===== src/rtl/irqlat_pkg.sv =====
package irqlat_pkg;

    localparam int REG_W  = 16;
    localparam int ADDR_W = 8;

    // register group selected by address bits [5:4]
    typedef enum logic [1:0] {
        GRP_MASK = 2'd0,
        GRP_POL  = 2'd1,
        GRP_EOI  = 2'd2,
        GRP_NONE = 2'd3
    } reg_grp_e;

    // per-line latch state for edge-mode lines
    typedef enum logic [0:0] {
        LN_IDLE = 1'b0,
        LN_HELD = 1'b1
    } line_state_e;

endpackage


===== src/rtl/irqlat_regs.sv =====
module irqlat_regs
    import irqlat_pkg::*;
#(
    parameter int NUM_LINES = 64
) (
    input  logic                 clk,
    input  logic                 rst_n,
    input  logic                 wr_en,
    input  logic [ADDR_W-1:0]    addr,
    input  logic [REG_W-1:0]     wdata,
    output logic [REG_W-1:0]     rdata,
    output logic [NUM_LINES-1:0] mask_o,
    output logic [NUM_LINES-1:0] pol_o,
    output logic [NUM_LINES-1:0] eoi_o
);

    localparam int NBANK = (NUM_LINES + REG_W - 1) / REG_W;
    localparam int PADW  = NBANK * REG_W;

    logic        addr_ok;
    reg_grp_e    grp;
    logic [1:0]  bank;
    logic [PADW-1:0] mask_q;
    logic [PADW-1:0] pol_q;

    // aligned, inside the three groups, and inside the populated words
    assign addr_ok = (addr[1:0] == 2'b00) && (addr[7:6] == 2'b00)
                     && (addr[5:4] != 2'b11) && (int'(addr[3:2]) < NBANK);
    assign grp     = reg_grp_e'(addr[5:4]);
    assign bank    = addr[3:2];

    generate
        for (genvar i = 0; i < PADW; i++) begin : g_bit
            localparam int BK = i / REG_W;
            localparam int BT = i % REG_W;
            if (i < NUM_LINES) begin : g_live
                logic hit;
                logic m_bit;
                logic p_bit;
                assign hit = wr_en && addr_ok && (int'(bank) == BK);
                always_ff @(posedge clk or negedge rst_n) begin
                    if (!rst_n) begin
                        m_bit <= 1'b1;
                        p_bit <= 1'b0;
                    end else if (hit) begin
                        if (grp == GRP_MASK) m_bit <= wdata[BT];
                        if (grp == GRP_POL)  p_bit <= wdata[BT];
                    end
                end
                assign mask_q[i] = m_bit;
                assign pol_q[i]  = p_bit;
                assign eoi_o[i]  = hit && (grp == GRP_EOI) && wdata[BT];
            end else begin : g_pad
                assign mask_q[i] = 1'b0;
                assign pol_q[i]  = 1'b0;
            end
        end
    endgenerate

    always_comb begin
        rdata = '0;
        if (addr_ok) begin
            for (int b = 0; b < NBANK; b++) begin
                if (int'(bank) == b) begin
                    unique case (grp)
                        GRP_MASK: rdata = mask_q[b*REG_W +: REG_W];
                        GRP_POL:  rdata = pol_q[b*REG_W +: REG_W];
                        default:  rdata = '0;
                    endcase
                end
            end
        end
    end

    assign mask_o = mask_q[NUM_LINES-1:0];
    assign pol_o  = pol_q[NUM_LINES-1:0];


    eoi_reads_zero_chk: assert property (@(posedge clk) disable iff (!rst_n)
        (addr_ok && grp == GRP_EOI) |-> (rdata == '0));


    bad_addr_zero_chk: assert property (@(posedge clk) disable iff (!rst_n)
        (!addr_ok) |-> (rdata == '0));

endmodule


===== src/rtl/irqlat_line.sv =====
module irqlat_line
    import irqlat_pkg::*;
#(
    parameter bit EDGE_MODE = 1'b1,
    parameter bit HAS_EOI   = 1'b1
) (
    input  logic clk,
    input  logic rst_n,
    input  logic raw_i,
    input  logic pol_i,
    input  logic mask_i,
    input  logic eoi_i,
    output logic irq_o
);

    logic s1_q;
    logic s2_q;
    logic corr;
    logic active;

    // two-flop synchroniser on the raw request
    always_ff @(posedge clk or negedge rst_n) begin
        if (!rst_n) begin
            s1_q <= 1'b0;
            s2_q <= 1'b0;
        end else begin
            s1_q <= raw_i;
            s2_q <= s1_q;
        end
    end

    assign corr = s2_q ^ pol_i;

    generate
        if (EDGE_MODE) begin : g_edge
            line_state_e state_q;
            line_state_e state_d;
            logic        prev_q;
            logic        rise;
            logic        eoi_eff;

            always_ff @(posedge clk or negedge rst_n) begin
                if (!rst_n) prev_q <= 1'b0;
                else        prev_q <= corr;
            end

            assign rise    = corr & ~prev_q;
            assign eoi_eff = HAS_EOI ? eoi_i : 1'b0;

            // state register
            always_ff @(posedge clk or negedge rst_n) begin
                if (!rst_n) state_q <= LN_IDLE;
                else        state_q <= state_d;
            end

            // next state: capture, release, hold
            always_comb begin
                state_d = state_q;
                unique case (state_q)
                    LN_IDLE: if (rise)             state_d = LN_HELD;
                    LN_HELD: if (eoi_eff && !rise) state_d = LN_IDLE;
                    default:                       state_d = LN_IDLE;
                endcase
            end

            // outputs
            always_comb begin
                active = (state_q == LN_HELD);
            end


            edge_capture_chk: assert property (@(posedge clk) disable iff (!rst_n)
                rise |=> (state_q == LN_HELD));


            collide_keep_chk: assert property (@(posedge clk) disable iff (!rst_n)
                (state_q == LN_HELD && eoi_i && rise) |=> (state_q == LN_HELD));


            held_until_eoi_chk: assert property (@(posedge clk) disable iff (!rst_n)
                (state_q == LN_HELD && !eoi_i) |=> (state_q == LN_HELD));

            if (!HAS_EOI) begin : g_no_eoi_chk

                no_eoi_sticky_chk: assert property (@(posedge clk) disable iff (!rst_n)
                    (state_q == LN_HELD) |=> (state_q == LN_HELD));
            end
        end else begin : g_level
            logic unused_eoi;
            assign unused_eoi = eoi_i;
            always_comb begin
                active = corr;
            end
        end
    endgenerate

    assign irq_o = active & ~mask_i;

endmodule


===== src/rtl/pol_irq_latch.sv =====
module pol_irq_latch
    import irqlat_pkg::*;
#(
    parameter int                   NUM_LINES  = 64,
    parameter bit                   HAS_EOI    = 1'b1,
    parameter logic [NUM_LINES-1:0] EDGE_LINES = 64'h0000_0000_FFFF_FFFF
) (
    input  logic                 clk,
    input  logic                 rst_n,
    input  logic                 reg_wr_en,
    input  logic [7:0]           reg_addr,
    input  logic [15:0]          reg_wdata,
    output logic [15:0]          reg_rdata,
    input  logic [NUM_LINES-1:0] irq_in,
    output logic [NUM_LINES-1:0] irq_out
);

    logic [NUM_LINES-1:0] mask_v;
    logic [NUM_LINES-1:0] pol_v;
    logic [NUM_LINES-1:0] eoi_v;

    irqlat_regs #(
        .NUM_LINES (NUM_LINES)
    ) u_regs (
        .clk    (clk),
        .rst_n  (rst_n),
        .wr_en  (reg_wr_en),
        .addr   (reg_addr),
        .wdata  (reg_wdata),
        .rdata  (reg_rdata),
        .mask_o (mask_v),
        .pol_o  (pol_v),
        .eoi_o  (eoi_v)
    );

    generate
        for (genvar n = 0; n < NUM_LINES; n++) begin : g_line
            irqlat_line #(
                .EDGE_MODE (EDGE_LINES[n]),
                .HAS_EOI   (HAS_EOI)
            ) u_line (
                .clk    (clk),
                .rst_n  (rst_n),
                .raw_i  (irq_in[n]),
                .pol_i  (pol_v[n]),
                .mask_i (mask_v[n]),
                .eoi_i  (eoi_v[n]),
                .irq_o  (irq_out[n])
            );
        end
    endgenerate


    mask_block_chk: assert property (@(posedge clk) disable iff (!rst_n)
        ((irq_out & mask_v) == '0));

endmodule


===== config.mk =====
export PLATFORM = sky130hd
export DESIGN_NAME = pol_irq_latch
export DESIGN_NICKNAME = d
export VERILOG_FILES = /design/src/rtl/irqlat_pkg.sv /design/src/rtl/irqlat_regs.sv /design/src/rtl/irqlat_line.sv /design/src/rtl/pol_irq_latch.sv
export SDC_FILE = /design/constraint.sdc
export NUM_CORES = 1
export LEC_CHECK = 0
export BUFFER_PORTS_ARGS = -buffer_cell sky130_fd_sc_hd__buf_2
export CORE_MARGIN = 4
export CORE_UTILIZATION = 25
export CTS_BUF_LIST = sky130_fd_sc_hd__clkbuf_8
export DETAILED_ROUTE_END_ITERATION = 10
export HOLD_SLACK_MARGIN = 0.02
export PLACE_DENSITY = 0.39
export RECOVER_POWER = 100
export REMOVE_ABC_BUFFERS = 1
export SYNTH_ARGS = -nofsm -noshare
export SYNTH_HDL_FRONTEND = slang
export SYNTH_SLANG_ARGS = --single-unit

===== constraint.sdc =====
create_clock -name clk -period 1.9 [get_ports clk]
set_clock_uncertainty 0.2 [all_clocks]
set_input_delay 0.095 -clock clk [delete_from_list [all_inputs] [get_ports clk]]
set_output_delay 0.095 -clock clk [all_outputs]
set_load 0.05 [all_outputs]

==> impl_metrics.env <==
export IMPL_status="finished with violations"
export IMPL_failed_checks="negative setup slack"
export IMPL_antenna_cells=0
export IMPL_cpPeakStageDelay_ps=510
export IMPL_via_per_inst=4.05
export IMPL_timing_fmax_mhz=424
export IMPL_slew_headroom_pct=46.4
export IMPL_fp_dieH_um=234
export IMPL_maxCapViolations=0
export IMPL_clockRootBuffer="clkbuf_8"
export IMPL_grt_max_degree=54
export IMPL_hold_path_depth=0
export IMPL_fin_ws_ps=-456
export IMPL_drtIter0Drc=250
export IMPL_worst_pin_slew_ps=804
export IMPL_overflow=0
export IMPL_fin_setup_tns_ps=-7680
export IMPL_insertion_delay_ps=630
export IMPL_post_route_util_pct=36.0
export IMPL_crit_path_start_kind="flop"
export IMPL_power_density_mw_per_mm2=886
export IMPL_synth_seq_area_share_pct=63.1
export IMPL_leakage_nw=8.27
export IMPL_fin_crit_ps=2360
export IMPL_pin_count=171
export IMPL_rrSetupSlack_ps=570
export IMPL_clk_pin_slew_worst_paths_ps=60
export IMPL_synth_ff_latch_count=320
export IMPL_path_cells="mux4_2, a21oi_1, nor2_1, buf_4, buf_12"
export IMPL_grt_pass1_wl_um=55900
export IMPL_crit_type="flop to output pin"
export IMPL_route_vias_total=8136
export IMPL_finalSetupViolations=84
export IMPL_end_kind="output pin"
export IMPL_ys_types=38
export IMPL_num_fill_cells=4966
export IMPL_dieArea_mm2=0.0550
export IMPL_portBuffers=170
export IMPL_hold_path_class="flop to flop"
export IMPL_cts_made_buffers=58
export IMPL_worst_endpoint_arrival_ps=2060
export IMPL_drtAntennaViolNets=0
export IMPL_fp_dieW_um=234
export IMPL_drive_above_1_share_pct=46.3
export IMPL_syn_instance_count=898
export IMPL_critPathMaxFanout=3
export IMPL_clock_path_buffers=3
export IMPL_netlist_area_mm2=0.0128
export IMPL_rsz0062_at_grt="true"
export IMPL_core_area_mm2=0.0504
export IMPL_area_growth_pct=41.4
export IMPL_avgSynthCellArea_um2=14.3
export IMPL_required_ps=1600
export IMPL_slew_viol_final=0
export IMPL_gp_congestion=0.717
export IMPL_initial_core_util_pct=25.4
export IMPL_post_drt_wl_per_cell_um=18.5
export IMPL_slowest_stage="mux4_2"
export IMPL_hold_viol_final=0
export IMPL_track_usage_pct=13.7
export IMPL_hpwl_um=23800
export IMPL_drtPass1Iterations=4
export IMPL_row_count=82
export IMPL_ir_drop_v=0.000434
export IMPL_cts_sinks=320
export IMPL_cts_htree_levels=2
export IMPL_r2r_cells=4
export IMPL_drc=0
export IMPL_seq_area_mm2=0.00809
export IMPL_period_share_pct=124
export IMPL_wirelength_um=37200
export IMPL_antenna_found_initial=0
export IMPL_grt_pass1_vias=8825
export IMPL_ys_warn_count=0
export IMPL_finalNetCount=1377
export IMPL_cts_tree="yes"
export IMPL_multi_input_area_mm2=0.00418
-- cells in the mapped netlist (all sizes together) --
cell type | n | area (um^2)
dfrtp | 256 | 6410
mux2 | 128 | 1440
buf | 80 | 576
dfstp | 64 | 1680
nor2 | 54 | 233
nand2 | 37 | 139
inv | 35 | 131
nor2b | 34 | 213
a22o | 32 | 280
xnor2 | 32 | 280
xor2 | 32 | 280
clkbuf | 28 | 126
mux2i | 24 | 240
mux4 | 24 | 541
o21ai | 14 | 70.1
a21oi | 3 | 15.0
nand2b | 3 | 18.8
nor3 | 3 | 37.5
a21o | 2 | 15.0
nand3 | 2 | 10.0
nand4 | 2 | 12.5
a221oi | 1 | 8.76
a32oi | 1 | 8.76
and2 | 1 | 6.26
nand3b | 1 | 7.51
nor4 | 1 | 6.26
o311ai | 1 | 8.76
or3 | 1 | 6.26
or4 | 1 | 7.51
or4b | 1 | 10.0
-- power by group --
group	switching [mW]	leakage [nW]	internal (mW)
clock	2.97	0.715	3.71
sequential	0.191	3.69	7.21
combinational	1.08	3.86	0.899
-- layer usage --
metal / GRT usage (%) / vias to the layer above / routed length (um)
li1: - / 3752 / -
met1: 18.8 / 4139 / 17000
met2: 22.0 / 176 / 17500
met3: 3.06 / 69 / 1830
met4: 3.78 / 0 / 822
met5: 0 / - / 0
-- path summary, 6_finish.rpt --
kind                                                             endpoint                                      start
worst min register to register           g_line[49].u_line.s2_q$_DFF_PN0_           g_line[49].u_line.s1_q$_DFF_PN0_
worst max-delay path                                        reg_rdata[12]  u_regs.g_bit[28].g_live.m_bit$_DFFE_PN1P_
min in group asynchronous       u_regs.g_bit[28].g_live.m_bit$_DFFE_PN1P_                                      rst_n
worst min-delay path                     g_line[49].u_line.s2_q$_DFF_PN0_           g_line[49].u_line.s1_q$_DFF_PN0_
worst max register to register         g_line[29].u_line.active$_DFF_PN0_  u_regs.g_bit[29].g_live.p_bit$_DFFE_PN0P_
max in group asynchronous                g_line[17].u_line.s2_q$_DFF_PN0_                                      rst_n
-- layout make-up --
type / count / area share, %
well taps: 672 / 4.64
multi-input cells: 435 / 23.0
inverters: 35 / 0.725
clock inverters: 34 / 0.966
repair buffers: 436 / 20.2
clock buffers: 76 / 5.77
flip-flops and latches: 320 / 44.6
-- kinds of logic (layout without fill, tap and decap cells) --
| family | Yosys count | in the layout | share of synthesized area, % |
|---|---|---|---|
| AO/OA/AOI/OAI | 54 | 54 | 3.17 |
| XOR/XNOR | 64 | 64 | 4.37 |
| buffers and inverters | 143 | 581 | 6.50 |
| flip-flops | 320 | 320 | 63.1 |
| multiplexers | 176 | 176 | 17.3 |
| AND/OR/NAND/NOR | 141 | 141 | 5.52 |
-- stage by stage --
stage | std cells | hold WS [ps] | area (um^2) | setup slack [ps] | total power [mW]
finish | 2008 | 143 | 18100 | -456 | 16.1
global route | 2008 | 122 | 18100 | -608 | 16.9
CTS | 1995 | 50.8 | 18100 | -596 | 16.4
detailed placement | 1688 | -152 | 14500 | -609 | 9.02
global placement | 1688 | -151 | 14500 | -616 | 9.01
floorplan | 790 | -401 | 12100 | -674 | 8.28
-- registers in the layout, indices dropped and copies added (netlist names) --
| register | count |
|---|---|
| g_line.u_line.active | 32 |
| g_line.u_line.g_edge.prev_q | 32 |
| g_line.u_line.s1_q | 64 |
| g_line.u_line.s2_q | 64 |
| u_regs.g_bit.g_live.m_bit | 64 |
| u_regs.g_bit.g_live.p_bit | 64 |
-- worst max-delay path: cells and delay by family, from the launching register on --
family                 cells  cell delay (ps)
multiplexers               1              510
AND/OR/NAND/NOR            1               50
flip-flops                 1              400
AO/OA/AOI/OAI              1              160
buffers and inverters      2              290
-- cells in the final DEF (no fill, tap or decap), types with 25 or more instances in the layout --
cell type      synthesis  routed
a22o_1                32      32
buf_2                  1      87
buf_4                 71      46
buf_6                  1      77
clkbuf_1              11      25
clkbuf_8               0      76
dfrtp_1              256     256
dfstp_2               64      60
dlygate4sd3_1          0     148
inv_1                 35      57
mux2_2               118     118
nand2_1               37      37
nor2_2                 3      30
nor2b_1               34      26
xor2_1                32      32
-- repair_timing --
item	4_1_cts	5_1_grt
gates resized for setup	163	62
pin swaps	22	30
buffers inserted	49	19
hold buffers	149	0
setup endpoints to repair	51	52
hold endpoints to repair	544	0
Power figures use the tool's default switching activity.
